**src/rtl/pcicfg_pkg.sv**
```systemverilog
package pcicfg_pkg;

    localparam int IDX_W = 6;

    localparam logic [IDX_W-1:0] IDX_ID    = 6'd0;
    localparam logic [IDX_W-1:0] IDX_CMD   = 6'd1;
    localparam logic [IDX_W-1:0] IDX_CLASS = 6'd2;
    localparam logic [IDX_W-1:0] IDX_IOBAR = 6'd4;
    localparam logic [IDX_W-1:0] IDX_MBAR  = 6'd5;
    localparam logic [IDX_W-1:0] IDX_INTR  = 6'd15;

    localparam logic [7:0] INT_PIN_A = 8'h01;

    typedef struct packed {
        logic        io_en;
        logic        mem_en;
        logic [7:0]  int_line;
        logic [31:0] rdata;
    } hdr_state_t;

    // Take byte lane b from new_v when its active-low enable is asserted.
    function automatic logic [31:0] merge_lanes(input logic [31:0] old_v,
                                                input logic [31:0] new_v,
                                                input logic [3:0]  be_n);
        logic [31:0] r;
        for (int b = 0; b < 4; b++) begin
            r[b*8 +: 8] = be_n[b] ? old_v[b*8 +: 8] : new_v[b*8 +: 8];
        end
        return r;
    endfunction

endpackage

```
**src/rtl/pcicfg_bar.sv**
```systemverilog
module pcicfg_bar #(
    parameter int WIN_LOG2 = 8,
    parameter bit IS_IO    = 1'b1
) (
    input  logic        clk,
    input  logic        rst_n,
    input  logic        wr_hit,
    input  logic [3:0]  be_n,
    input  logic [31:0] wdata,
    output logic [31:0] rd_val,
    output logic [31:0] base
);
    import pcicfg_pkg::*;

    localparam logic [31:0] ADDR_MASK = ~((32'd1 << WIN_LOG2) - 32'd1);

    typedef struct packed {
        logic [31:0] addr;
    } bar_state_t;

    bar_state_t st_d, st_q;
    logic [31:0] type_bits;

    generate
        if (IS_IO) begin : g_io
            assign type_bits = 32'h0000_0001;
        end else begin : g_mem
            assign type_bits = 32'h0000_0000;
        end
    endgenerate

    always_comb begin
        st_d = st_q;
        if (wr_hit) begin
            st_d.addr = merge_lanes(st_q.addr, wdata, be_n) & ADDR_MASK;
        end
    end

    always_ff @(posedge clk or negedge rst_n) begin
        if (!rst_n) st_q <= '0;
        else        st_q <= st_d;
    end

    assign base   = st_q.addr;
    assign rd_val = st_q.addr | type_bits;

endmodule

```
**src/rtl/pcicfg_rdmux.sv**
```systemverilog
module pcicfg_rdmux #(
    parameter logic [15:0] VENDOR_ID  = 16'h1B7C,
    parameter logic [15:0] DEVICE_ID  = 16'h0A51,
    parameter logic [23:0] CLASS_CODE = 24'h118000,
    parameter logic [7:0]  REV_ID     = 8'h01
) (
    input  logic [5:0]  idx,
    input  logic        io_en,
    input  logic        mem_en,
    input  logic [7:0]  int_line,
    input  logic [31:0] io_bar,
    input  logic [31:0] mem_bar,
    output logic [31:0] data
);
    import pcicfg_pkg::*;

    always_comb begin
        unique case (idx)
            IDX_ID:    data = {DEVICE_ID, VENDOR_ID};
            IDX_CMD:   data = {16'h0000, 14'd0, mem_en, io_en};
            IDX_CLASS: data = {CLASS_CODE, REV_ID};
            IDX_IOBAR: data = io_bar;
            IDX_MBAR:  data = mem_bar;
            IDX_INTR:  data = {16'h0000, INT_PIN_A, int_line};
            default:   data = 32'h0000_0000;
        endcase
    end

endmodule

```
**src/rtl/pcicfg_header.sv**
```systemverilog
module pcicfg_header #(
    parameter logic [15:0] VENDOR_ID    = 16'h1B7C,
    parameter logic [15:0] DEVICE_ID    = 16'h0A51,
    parameter logic [23:0] CLASS_CODE   = 24'h118000,
    parameter logic [7:0]  REV_ID       = 8'h01,
    parameter int          IO_WIN_LOG2  = 8,
    parameter int          MEM_WIN_LOG2 = 12
) (
    input  logic        clk,
    input  logic        rst_n,
    input  logic [5:0]  cfg_idx,
    input  logic [3:0]  cfg_be_n,
    input  logic        cfg_wr,
    input  logic        cfg_rd,
    input  logic [31:0] cfg_wdata,
    output logic [31:0] cfg_rdata,
    output logic [31:0] io_base,
    output logic [31:0] mem_base,
    output logic        io_en,
    output logic        mem_en
);
    import pcicfg_pkg::*;

    hdr_state_t  st_d, st_q;
    logic [31:0] io_bar_rd, mem_bar_rd, mux_data;
    logic        io_hit, mem_hit;

    assign io_hit  = cfg_wr && (cfg_idx == IDX_IOBAR);
    assign mem_hit = cfg_wr && (cfg_idx == IDX_MBAR);

    pcicfg_bar #(.WIN_LOG2(IO_WIN_LOG2), .IS_IO(1'b1)) u_io_bar (
        .clk(clk), .rst_n(rst_n), .wr_hit(io_hit), .be_n(cfg_be_n),
        .wdata(cfg_wdata), .rd_val(io_bar_rd), .base(io_base)
    );

    pcicfg_bar #(.WIN_LOG2(MEM_WIN_LOG2), .IS_IO(1'b0)) u_mem_bar (
        .clk(clk), .rst_n(rst_n), .wr_hit(mem_hit), .be_n(cfg_be_n),
        .wdata(cfg_wdata), .rd_val(mem_bar_rd), .base(mem_base)
    );

    pcicfg_rdmux #(
        .VENDOR_ID(VENDOR_ID), .DEVICE_ID(DEVICE_ID),
        .CLASS_CODE(CLASS_CODE), .REV_ID(REV_ID)
    ) u_rdmux (
        .idx(cfg_idx), .io_en(st_q.io_en), .mem_en(st_q.mem_en),
        .int_line(st_q.int_line), .io_bar(io_bar_rd), .mem_bar(mem_bar_rd),
        .data(mux_data)
    );

    always_comb begin
        st_d = st_q;
        // Read samples the pre-write state of this cycle.
        if (cfg_rd) st_d.rdata = mux_data;
        if (cfg_wr && (cfg_idx == IDX_CMD) && !cfg_be_n[0]) begin
            st_d.io_en  = cfg_wdata[0];
            st_d.mem_en = cfg_wdata[1];
        end
        if (cfg_wr && (cfg_idx == IDX_INTR) && !cfg_be_n[0]) begin
            st_d.int_line = cfg_wdata[7:0];
        end
    end

    always_ff @(posedge clk or negedge rst_n) begin
        if (!rst_n) st_q <= '0;
        else        st_q <= st_d;
    end

    assign cfg_rdata = st_q.rdata;
    assign io_en     = st_q.io_en;
    assign mem_en    = st_q.mem_en;

endmodule

```
**config.mk**
```make
export PLATFORM = sky130hd
export DESIGN_NAME = pcicfg_header
export DESIGN_NICKNAME = d
export VERILOG_FILES = /design/src/rtl/pcicfg_pkg.sv /design/src/rtl/pcicfg_bar.sv /design/src/rtl/pcicfg_rdmux.sv /design/src/rtl/pcicfg_header.sv
export SDC_FILE = /design/constraint.sdc
export NUM_CORES = 1
export LEC_CHECK = 0
export BUFFER_PORTS_ARGS = -buffer_cell sky130_fd_sc_hd__buf_2
export CAP_MARGIN = 20
export CORE_MARGIN = 2
export CORE_UTILIZATION = 35
export CTS_CLUSTER_SIZE = 14
export DETAILED_ROUTE_END_ITERATION = 16
export PLACE_DENSITY = 0.66
export REMOVE_ABC_BUFFERS = 1
export SLEW_MARGIN = 20
export SYNTH_ARGS = -nofsm -noshare
export SYNTH_HDL_FRONTEND = slang
export SYNTH_SLANG_ARGS = --single-unit
export TNS_END_PERCENT = 20
```
**constraint.sdc**
```tcl
create_clock -name clk -period 1.4 [get_ports clk]
set_input_delay 0.28 -clock clk [delete_from_list [all_inputs] [get_ports clk]]
set_output_delay 0.28 -clock clk [all_outputs]
set_load 0.01 [all_outputs]
```
==> results of run 1 <==
layer usage:
| metal | up-vias | track usage | routed length [um] |
|---|---|---|---|
| met5 | - | 0 | 0 |
| met4 | 0 | 0.0444 | 99 |
| met3 | 11 | 0.0552 | 636 |
| met2 | 93 | 0.271 | 4910 |
| met1 | 1446 | 0.214 | 4390 |
| li1 | 1349 | - | - |
critical path: stages:
cell and delay [ns]:
buf_6 0.09, or4b_4 0.57, nor3_4 0.17, buf_6 0.16, nand2_4 0.10, mux2_2 0.31
placed cells by master, fill, tap and decap left out, types with 8 or more instances in the layout:
cell type and count:
a21oi_1 12, buf_2 120, nor2_1 9, dfrtp_1 86, buf_4 33, o22ai_1 18
conb_1 20, inv_1 22, clkbuf_16 9, mux2_2 53, mux2i_1 11, nand2b_1 8
worst paths after layout:
kind / startpoint / endpoint / slack, ns / cells after the start
max: cfg_idx[3] / u_io_bar.base[8]$_DFFE_PN0P_ / -0.08 / 6
max in group asynchronous: rst_n / u_io_bar.base[27]$_DFFE_PN0P_ / 0.51 / 3
min reg2reg: st_q[38]$_DFFE_PN0P_ / st_q[38]$_DFFE_PN0P_ / 0.51 / 1
min in group asynchronous: rst_n / cfg_rdata[3]$_DFFE_PN0P_ / 0.52 / 3
max reg2reg: io_en$_DFFE_PN0P_ / cfg_rdata[0]$_DFFE_PN0P_ / 0.41 / 4
min: cfg_wdata[6] / st_q[38]$_DFFE_PN0P_ / 0.17 / 2
final cells by class:
type,count,area (um^2),share of cell area
clock buffer,13,270,0.0520
sequential,86,2150,0.414
timing repair buffer,163,977,0.188
inverter,22,82.6,0.0159
clock inverter,3,65.1,0.0125
tap,143,179,0.0345
multi-input combinational,182,1470,0.282
metrics by stage:
step                TNS (ns)   util
global route           -4.01  0.459
global placement      -31.09  0.417
CTS                    -1.84  0.455
finish                 -2.31  0.459
detailed placement    -33.82  0.417
floorplan             -25.23      -
state kept, by name, indices dropped and copies added, names as in the netlist:
signal,flops
mem_en,1
u_io_bar.base,24
st_q,8
cfg_rdata,32
u_mem_bar.base,20
io_en,1
report_power, final:
group	total [W]	switching, W	internal, W
clock	0.00265	0.000942	0.00171
combinational	0.000683	0.000358	0.000325
sequential	0.00273	0.000102	0.00263
what timing repair did:
item / 4_1_cts / 5_1_grt
hold buffers: 1 / 0
gates resized for setup: 14 / 6
gates cloned: 0 / 0
hold endpoints to repair: 12 / 0
buffers inserted: 2 / 2
pin swaps: 2 / 8
setup endpoints to repair: 60 / 63
cell families (layout without fill, tap and decap cells):
family	count (synthesis)	in the layout	share of synthesized area
other cells	1	20	0.000934
simple gates	44	44	0.0673
flops	86	86	0.536
buf+inv	87	201	0.133
mux	65	65	0.179
compound gates	53	53	0.0835
==> reports/metrics.csv, run 1 <==
stage,metric,value,unit
status,status,"complete, but fails checks",
status,failed_checks,negative setup slack,
logic_synthesis,syn_area,4010,um^2
layout,area.growth.synth_to_final,29.4,%
place,portBuffers,123,
clocking,clock_latency,0.34,ns
sta,hold_violations,0,
place,placed_cells,591,
clocking,h-tree-depth,3,
logic_synthesis,yosysWarnings,0,
layout,final_area,5190,um^2
route,post-route-drc-count,0,
layout,nets,510,
worst_setup_path,criticalPathCategory,input pin to register,
grt,grt_max_degree,87,
logic_synthesis,synthFlopType,dfrtp_1,
job,maxCapViolCount,0,
logic_synthesis,syn_inst,336,
route,ant_nets,0,
logic_synthesis,synth_top_area_frac,0.536,
die,rows,39,
clocking,path_clk_slew,0.06,ns
grt,grt_pass1_vias,3046,
logic_synthesis,yosysUniqueCellTypes,34,
sta,rsz0062_at_grt,true,
logic_synthesis,ys_seq_elements,86,
logic_synthesis,synth-edff-count,0,
clocking,numClockSinks,86,
sta,layout_setup_ws,-0.0810,ns
sta,fin_crit,1.48,ns
clocking,cts-root-buf,clkbuf_16,
route,drt_wl_total,10.0,mm
layout,finalNonFillerCells,612,
route,vias_per_cell,4.74,
sta,fmax,0.675,GHz
logic_synthesis,synth_commonest_cells,"86 x dfrtp_1, 54 x buf_4, 54 x mux2_2",
sta,drv_slew,0,
logic_synthesis,synth_area_per_cell,11.9,um^2
die,die_area,12300,um^2
place,pre_cts_slack,-0.619,ns
place,gp_congestion,0.770,
route,post_drt_wl_per_cell,16.4,um
pwr,p_leak,2.75,nW
grt,grt_overflow,0,
die,die_w,111,um
layout,drive_above_1_share,0.522,
route,firstDrtPassIters,4,
clocking,clockBufferDepth,2,
worst_setup_path,path_max_fanout,8,
die,die_y,111,um
logic_synthesis,synth_area_leader_cell,dfrtp_1,
die,ioPinCount,144,
grt,antenna_found_initial,0,
min_path,min_path_type,input pin to register,
route,dr_total_vias,2899,
pwr,vdd_drop_max,0.660,mV
sta,holdWs,0.173,ns
worst_setup_path,critPathArrivalTime,1.69,ns
grt,grt_pass1_wl,16.0,mm
sta,setup_viol,57,
worst_setup_path,critPathLaunchType,input pin,
grt,grtUsageTotal,0.166,
logic_synthesis,yosysMostFrequentCell,dfrtp_1,
die,initial_core_util,0.355,
logic_synthesis,synth_area_leaders,"dfrtp_1 54%, mux2_2 15%, buf_4 10%",
sta,fin_crit_sh,1.06,
pwr,power,0.00607,W
sta,fin_skew,0.00710,ns
clocking,cts_tree,done,
layout,diodes,0,
place,hpwl,7.30,mm
place,dpl-instance-area,4720,um^2
layout,fillers,1073,
logic_synthesis,synth-seq-area-share,0.536,
logic_synthesis,async_flop_share,1.00,
pwr,power.density,1170,nW/um^2
clocking,cts_buffers,9,
route,drt_iter0_markers,160,
worst_setup_path,end_kind,register,
die,core,11300,um^2
worst_setup_path,required,1.61,ns
Power figures use the tool's default switching activity.
==> inputs of run 2 (changes only) <==
==> constraint.sdc (replaced) <==
create_clock -name clk -period 1.4 [get_ports clk]
set_input_delay 0.07 -clock clk [delete_from_list [all_inputs] [get_ports clk]]
set_output_delay 0.07 -clock clk [all_outputs]
set_load 0.01 [all_outputs]
==> run 2 against run 1 <==
Effect of this change:
- the flow now finishes without violations
- via count increased by 3.1%
- power down 0.99%
- clock-buffer cell count down 1
- sequential power about the same
- first-iteration DRC count increased by 43%
- cell count is 4.4% higher
==> reports/metrics.csv, run 2 (synthesized netlist as in run 1, its figures left out) <==
stage,metric,value,unit,change
die,ioPinCount,144,,unchanged
grt,grtUsageTotal,0.170,,+0.00410
worst_setup_path,regToRegStartpoint,io_en$_DFFE_PN0P_,,
clocking,path_clk_slew,0.06,ns,about the same
sta,layout_setup_ws,0.0530,ns,+0.134 ns
route,firstDrtPassIters,4,,unchanged
worst_setup_path,end_kind,register,,
die,die_y,111,um,unchanged
route,vias_per_cell,4.68,,-1.3%
die,die_area,12300,um^2,unchanged
grt,grt_pass1_vias,3098,,+1.7%
grt,antenna_found_initial,1,,+1
pwr,vdd_drop_max,0.598,mV,-9.3%
sta,rsz0062_at_grt,false,,
route,ant_nets,0,,unchanged
worst_setup_path,reg2reg_slack,0.40,ns,about the same
grt,grt_overflow,0,,unchanged
sta,fin_skew,0.00421,ns,-0.00289 ns
clocking,numClockSinks,86,,unchanged
worst_setup_path,path_max_fanout,8,,unchanged
clocking,clock_latency,0.33,ns,about the same
place,portBuffers,123,,unchanged
sta,hold_violations,0,,unchanged
worst_setup_path,critPathArrivalTime,1.57,ns,-0.12 ns
place,placed_cells,589,,-0.34%
grt,grt_pass1_wl,16.4,mm,+3.1%
job,maxCapViolCount,0,,unchanged
die,die_w,111,um,unchanged
worst_setup_path,required,1.62,ns,about the same
pwr,power.density,1120,nW/um^2,-4.5%
layout,nets,536,,+5.1%
worst_setup_path,r2r_cells,4,,unchanged
die,initial_core_util,0.355,,unchanged
worst_setup_path,crit_slowest_cell,or4b_4,,
layout,drive_above_1_share,0.473,,-0.0497
layout,largest_reg_flops,32,,unchanged
worst_setup_path,crit_chain,buf_2 > or4b_4 > nor2_2 > nand2_1 > buf_12 > mux2_2,,
die,rows,39,,unchanged
pwr,power,0.00601,W,-0.99%
place,hpwl,7.39,mm,+1.3%
place,pre_cts_slack,-0.372,ns,+0.246 ns
grt,grt_max_degree,32,,-63%
worst_setup_path,r2r_end,cfg_rdata[0]$_DFFE_PN0P_,,
clocking,cts_buffers,9,,unchanged
layout,final_util,0.475,,+0.0168
route,post_drt_wl_per_cell,16.1,um,-2.0%
clocking,cts_tree,done,,
layout,mostFrequentLayoutCells,"122 x buf_2, 86 x dfrtp_1, 54 x mux2_2",,
clocking,cts-root-buf,clkbuf_16,,
layout,finalNonFillerCells,639,,+4.4%
place,gp_congestion,0.774,,+0.51%
route,drt_iter0_markers,229,,+43%
pwr,p_leak,2.81,nW,+2.1%
sta,fmax,0.742,GHz,+10%
worst_setup_path,critPathLaunchType,input pin,,
worst_setup_path,slowest_delay,0.57,ns,about the same
min_path,whs_endpoint,cfg_rdata[5]$_DFFE_PN0P_,,
layout,area.growth.synth_to_final,34.1,%,
route,dr_total_vias,2989,,+3.1%
sta,drv_slew,0,,unchanged
min_path,min_from,cfg_rd,,
layout,fillers,1074,,+0.093%
sta,setup_viol,0,,-100%
sta,fin_crit_sh,0.962,,-0.0958
layout,mostFrequentLayoutCell,buf_2,,
route,post-route-drc-count,0,,unchanged
clocking,clockBufferDepth,2,,unchanged
clocking,h-tree-depth,3,,unchanged
die,core,11300,um^2,unchanged
route,drt_wl_total,10.3,mm,+2.3%
min_path,min_path_type,input pin to register,,
worst_setup_path,criticalPathCategory,input pin to register,,
status,status,completed,,
min_path,hold_depth,2,,unchanged
sta,fin_crit,1.35,ns,-0.134 ns
-- run 2: changes by cell type in the layout (fill, tap and decap cells not counted), moves of 2 or more --
| cell | delta |
|---|---|
| dlygate4sd3_1 | +32 |
| buf_6 | -6 |
| buf_4 | -3 |
| a21oi_1 | +2 |
| buf_2 | +2 |
| clkbuf_8 | -2 |
| nand2_2 | +2 |
| nand2_4 | -2 |
-- run 2: where the power goes --
part / switching, W / internal [W] / leakage [nW] / total [W]
Combinational: 0.000363 / 0.000371 / 1.48 / 0.000734
Clock: 0.000931 / 0.00161 / 0.157 / 0.00254
Sequential: 0.000102 / 0.00263 / 1.17 / 0.00273
-- run 2: what timing repair did --
| item | in CTS | in global routing |
|---|---|---|
| resized for setup | 1 | 2 |
| hold buffers | 33 | 0 |
| endpoints found under the setup margin | 8 | 4 |
| setup buffers | 0 | 0 |
| hold endpoints to repair | 80 | 0 |
-- run 2: area by class of cell --
type                       count  area (um^2)  area share
antenna                        1         2.50    0.000465
clock inverter                 4         70.1      0.0130
sequential                    86         2150       0.400
inverter                      22         82.6      0.0153
timing repair buffer         189         1240       0.230
tap                          143          179      0.0332
multi-input combinational    182         1410       0.262
clock buffer                  12          246      0.0458
-- run 2: worst max-delay path: cells and delay by family --
family                 cells  cell delay, ns
AND/OR/NAND/NOR            3            0.95
multiplexers               1            0.27
buffers and inverters      2            0.27
-- run 2: worst max-delay path by stage --
| stage | cells after the start | startpoint | slack (ns) | end |
|---|---|---|---|---|
| CTS | 6 | cfg_idx[3] | 0.06 | u_mem_bar.base[22]$_DFFE_PN0P_ |
| detailed placement | 5 | cfg_idx[3] | -0.37 | u_mem_bar.base[25]$_DFFE_PN0P_ |
| global placement | 5 | cfg_idx[3] | -0.34 | u_mem_bar.base[25]$_DFFE_PN0P_ |
| floorplan | 4 | cfg_idx[3] | -0.24 | u_mem_bar.base[16]$_DFFE_PN0P_ |
| global route | 6 | cfg_idx[3] | 0.004 | u_mem_bar.base[22]$_DFFE_PN0P_ |
| finish | 6 | cfg_idx[3] | 0.05 | u_mem_bar.base[16]$_DFFE_PN0P_ |
-- run 2: stage by stage --
| stage | area [um^2] | TNS [ns] | hold slack, ns |
|---|---|---|---|
| 6_report | 5380 | 0 | 0.106 |
| 3_5_place_dp | 4720 | -16.16 | 0.0290 |
| 5_1_grt | 5380 | 0 | 0.135 |
| 2_1_floorplan | 3630 | -11.13 | -0.226 |
| 3_3_place_gp | 4720 | -15.80 | 0.0175 |
| 4_1_cts | 5370 | 0 | 0.0917 |
-- run 2: layer usage --
metal | global-route usage | vias to the layer above | wire length (um)
li1 | - | 1416 | -
met1 | 0.225 | 1471 | 4670
met2 | 0.280 | 95 | 5000
met3 | 0.0470 | 7 | 526
met4 | 0.0420 | 0 | 70
met5 | 0 | - | 0
==> inputs of run 3 (changes only) <==
Settings changed: PLACE_DENSITY 0.66 to 0.64, SYNTH_HIERARCHICAL from default to 1.
==> run 3 against run 2 <==
Effect of this change:
- sequential share of layout area is 2.8 points lower
- critical path depth is 2 lower
- critical path type is now register to register
- largest power group unchanged
- design area is 7.6% higher
- wire length is 1.3% higher
- largest cell class unchanged
- critical endpoint is now cfg_rdata[0]$_DFFE_PN0P_
- maximum frequency is 3.0% higher
- combinational power is 2% higher
==> reports/metrics.csv, run 3 <==
stage,metric,value,unit,change
die,initial_core_util,0.359,,+0.00456
route,firstDrtPassIters,4,,unchanged
grt,grt_pass1_wl,16.3,mm,-0.75%
clocking,cts_resized,0,,-1
logic_synthesis,synth_area_leaders,"dfrtp_1 43%, buf_4 18%, mux2_4 14%",,
job,maxCapViolCount,0,,unchanged
logic_synthesis,synth-edff-count,0,,unchanged
logic_synthesis,synth-seq-area-share,0.432,,-0.104
layout,diodes,0,,-1
clocking,postCtsHoldBufs,33,,unchanged
place,portBuffers,123,,unchanged
sta,rsz0062_at_grt,false,,
worst_setup_path,path_max_fanout,3,,-5
die,core,13900,um^2,+23%
sta,setup_viol,0,,unchanged
clocking,clockBufferDepth,2,,unchanged
logic_synthesis,syn_inst,403,,+20%
grt,antenna_found_initial,1,,unchanged
grt,grt_max_degree,87,,+170%
logic_synthesis,yosysWarnings,6,,+6
worst_setup_path,critPathArrivalTime,1.52,ns,-0.05 ns
pwr,p_leak,3.04,nW,+8.2%
status,status,completed,,
route,post-route-drc-count,0,,unchanged
worst_setup_path,criticalPathCategory,register to register,,
pwr,power_frac_seq,0.484,,+0.029
die,ioPinCount,144,,unchanged
route,drt_iter0_markers,141,,-38%
sta,slew-limit-headroom,0.655,,
grt,grt_overflow,0,,unchanged
die,rows,43,,+10%
logic_synthesis,synth_top_area_frac,0.432,,-0.104
min_path,min_path_type,input pin to register,,
grt,grt_pass1_vias,3065,,-1.1%
logic_synthesis,async_flop_share,1.00,,unchanged
layout,mostFrequentLayoutCell,buf_2,,
pwr,vdd_drop_max,0.735,mV,+23%
place,hpwl,7.14,mm,-3.3%
logic_synthesis,yosysMostFrequentCell,buf_4,,
route,ant_nets,0,,unchanged
sta,fmax,0.764,GHz,+3.0%
clocking,cts_buffers,9,,unchanged
layout,mostFrequentLayoutCells,"122 x buf_2, 86 x dfrtp_1, 48 x mux2_4",,
pwr,power,0.00566,W,-5.8%
layout,drive_above_1_share,0.504,,+0.0313
clocking,cts-root-buf,clkbuf_16,,
logic_synthesis,synth_area_leader_cell,dfrtp_1,,
pwr,switching_share,0.243,,+0.0108
sta,hold_violations,0,,unchanged
worst_setup_path,critPathLaunchType,register,,
die,die_w,123,um,+11%
place,gp_congestion,0.764,,-1.3%
grt,grtUsageTotal,0.144,,-0.0267
clocking,path_clk_slew,0.06,ns,about the same
pwr,power.density,977,nW/um^2,-12%
pwr,p_int,0.00428,W,-7.2%
logic_synthesis,yosysUniqueCellTypes,29,,-15%
pwr,switchingPower,0.00138,W,-1.5%
layout,final_util,0.417,,-0.0584
logic_synthesis,syn_area,4980,um^2,+24%
die,die_y,123,um,+11%
clocking,cts_tree,done,,
worst_setup_path,end_kind,register,,
pwr,power_frac_clock,0.383,,-0.039
route,post_drt_wl_per_cell,15.4,um,-4.0%
layout,area.growth.synth_to_final,16.1,%,
sta,fin_skew,0.00656,ns,+0.00234 ns
clocking,numClockSinks,86,,unchanged
die,die_area,15200,um^2,+23%
sta,fin_crit,1.31,ns,-0.0389 ns
route,vias_per_cell,4.59,,-1.8%
pwr,power_frac_comb,0.132,,+0.010
layout,largest_reg_flops,32,,unchanged
clocking,clock_latency,0.33,ns,about the same
sta,drv_slew,0,,unchanged
sta,fin_crit_sh,0.934,,-0.0278
route,drt_wl_total,10.4,mm,+1.3%
clocking,h-tree-depth,3,,unchanged
layout,nets,536,,unchanged
sta,worst_pin_slew,0.518,ns,
logic_synthesis,synth_commonest_cells,"117 x buf_4, 86 x dfrtp_1, 48 x mux2_4",,
logic_synthesis,ys_seq_elements,86,,unchanged
clocking,cts_setup_buffers,0,,unchanged
route,dr_total_vias,3095,,+3.5%
worst_setup_path,reg2reg_slack,0.09,ns,-0.31 ns
sta,holdWs,0.158,ns,+0.0519 ns
worst_setup_path,required,1.61,ns,about the same
logic_synthesis,synthFlopType,dfrtp_1,,
logic_synthesis,synth_area_per_cell,12.4,um^2,+3.5%
[run 3: cell types whose count changed after synthesis, sizes merged, moves of 8 or more]
cell,previous run,this run
buf,58,134
mux2,54,86
nand3,5,28
inv,22,1
o22ai,18,0
a21oi,14,0
a22o,0,12
a221o,0,11
mux2i,11,0
nand4,1,10
nand2b,8,0
[run 3: path summary, 6_finish.rpt]
check | start | end | cells after the start
setup / recovery | io_en$_DFFE_PN0P_ | cfg_rdata[0]$_DFFE_PN0P_ | 4
hold / removal | cfg_wr | mem_en$_DFFE_PN0P_ | 3
setup reg to reg | io_en$_DFFE_PN0P_ | cfg_rdata[0]$_DFFE_PN0P_ | 4
hold reg to reg | cfg_rdata[1]$_DFFE_PN0P_ | cfg_rdata[1]$_DFFE_PN0P_ | 1
max in group asynchronous | rst_n | cfg_rdata[21]$_DFFE_PN0P_ | 3
min in group asynchronous | rst_n | cfg_rdata[7]$_DFFE_PN0P_ | 3
[run 3: kinds of logic (layout without fill, tap and decap cells)]
family / count (synthesis) / after routing / synth area share
buf+inv: 139 / 193 / 0.208
mux: 86 / 86 / 0.230
simple gates: 65 / 65 / 0.0833
flops: 86 / 86 / 0.432
compound gates: 24 / 24 / 0.0442
other cells: 3 / 40 / 0.00226
[run 3: through the flow]
stage | TNS [ns] | area [um^2] | setup slack, ns | cells
2_1_floorplan | -15.00 | 4090 | -0.653 | 302
3_3_place_gp | -6.51 | 5190 | -0.119 | 626
3_5_place_dp | -8.48 | 5190 | -0.148 | 626
4_1_cts | 0 | 5790 | 0.107 | 674
5_1_grt | 0 | 5790 | 0.0147 | 674
6_report | 0 | 5790 | 0.0919 | 674
[run 3: final cells by class]
cell class	instances	area [um^2]
Multi-Input combinational cell	215	1930
Sequential cell	86	2150
Timing Repair Buffer	177	1210
Clock buffer	12	246
Clock inverter	3	21.3
Inverter	1	3.75
Tap cell	180	225
Fill cell	1321	8090
[run 3: per-layer routing]
metal	up-vias	GRT usage	share of wire
met5	-	0	0.0012
met4	2	0.0518	0.013
met3	12	0.0429	0.068
met2	116	0.232	0.49
met1	1533	0.182	0.43
li1	1432	-	-
[run 3: critical path: stages (launching register included)]
cell and delay, ns:
dfrtp_1 0.40, and3b_1 0.18, o21ai_0 0.18, nand4_1 0.13
mux2_1 0.30
[run 3: power by group through the flow]
stage	combinational (W)	clock (W)	sequential, W
floorplan	0.000273	0	0.00282
global placement	0.000671	0	0.00277
detailed placement	0.000688	0	0.00278
CTS	0.000758	0.00224	0.00274
global route	0.000823	0.00236	0.00276
finish	0.000748	0.00217	0.00274
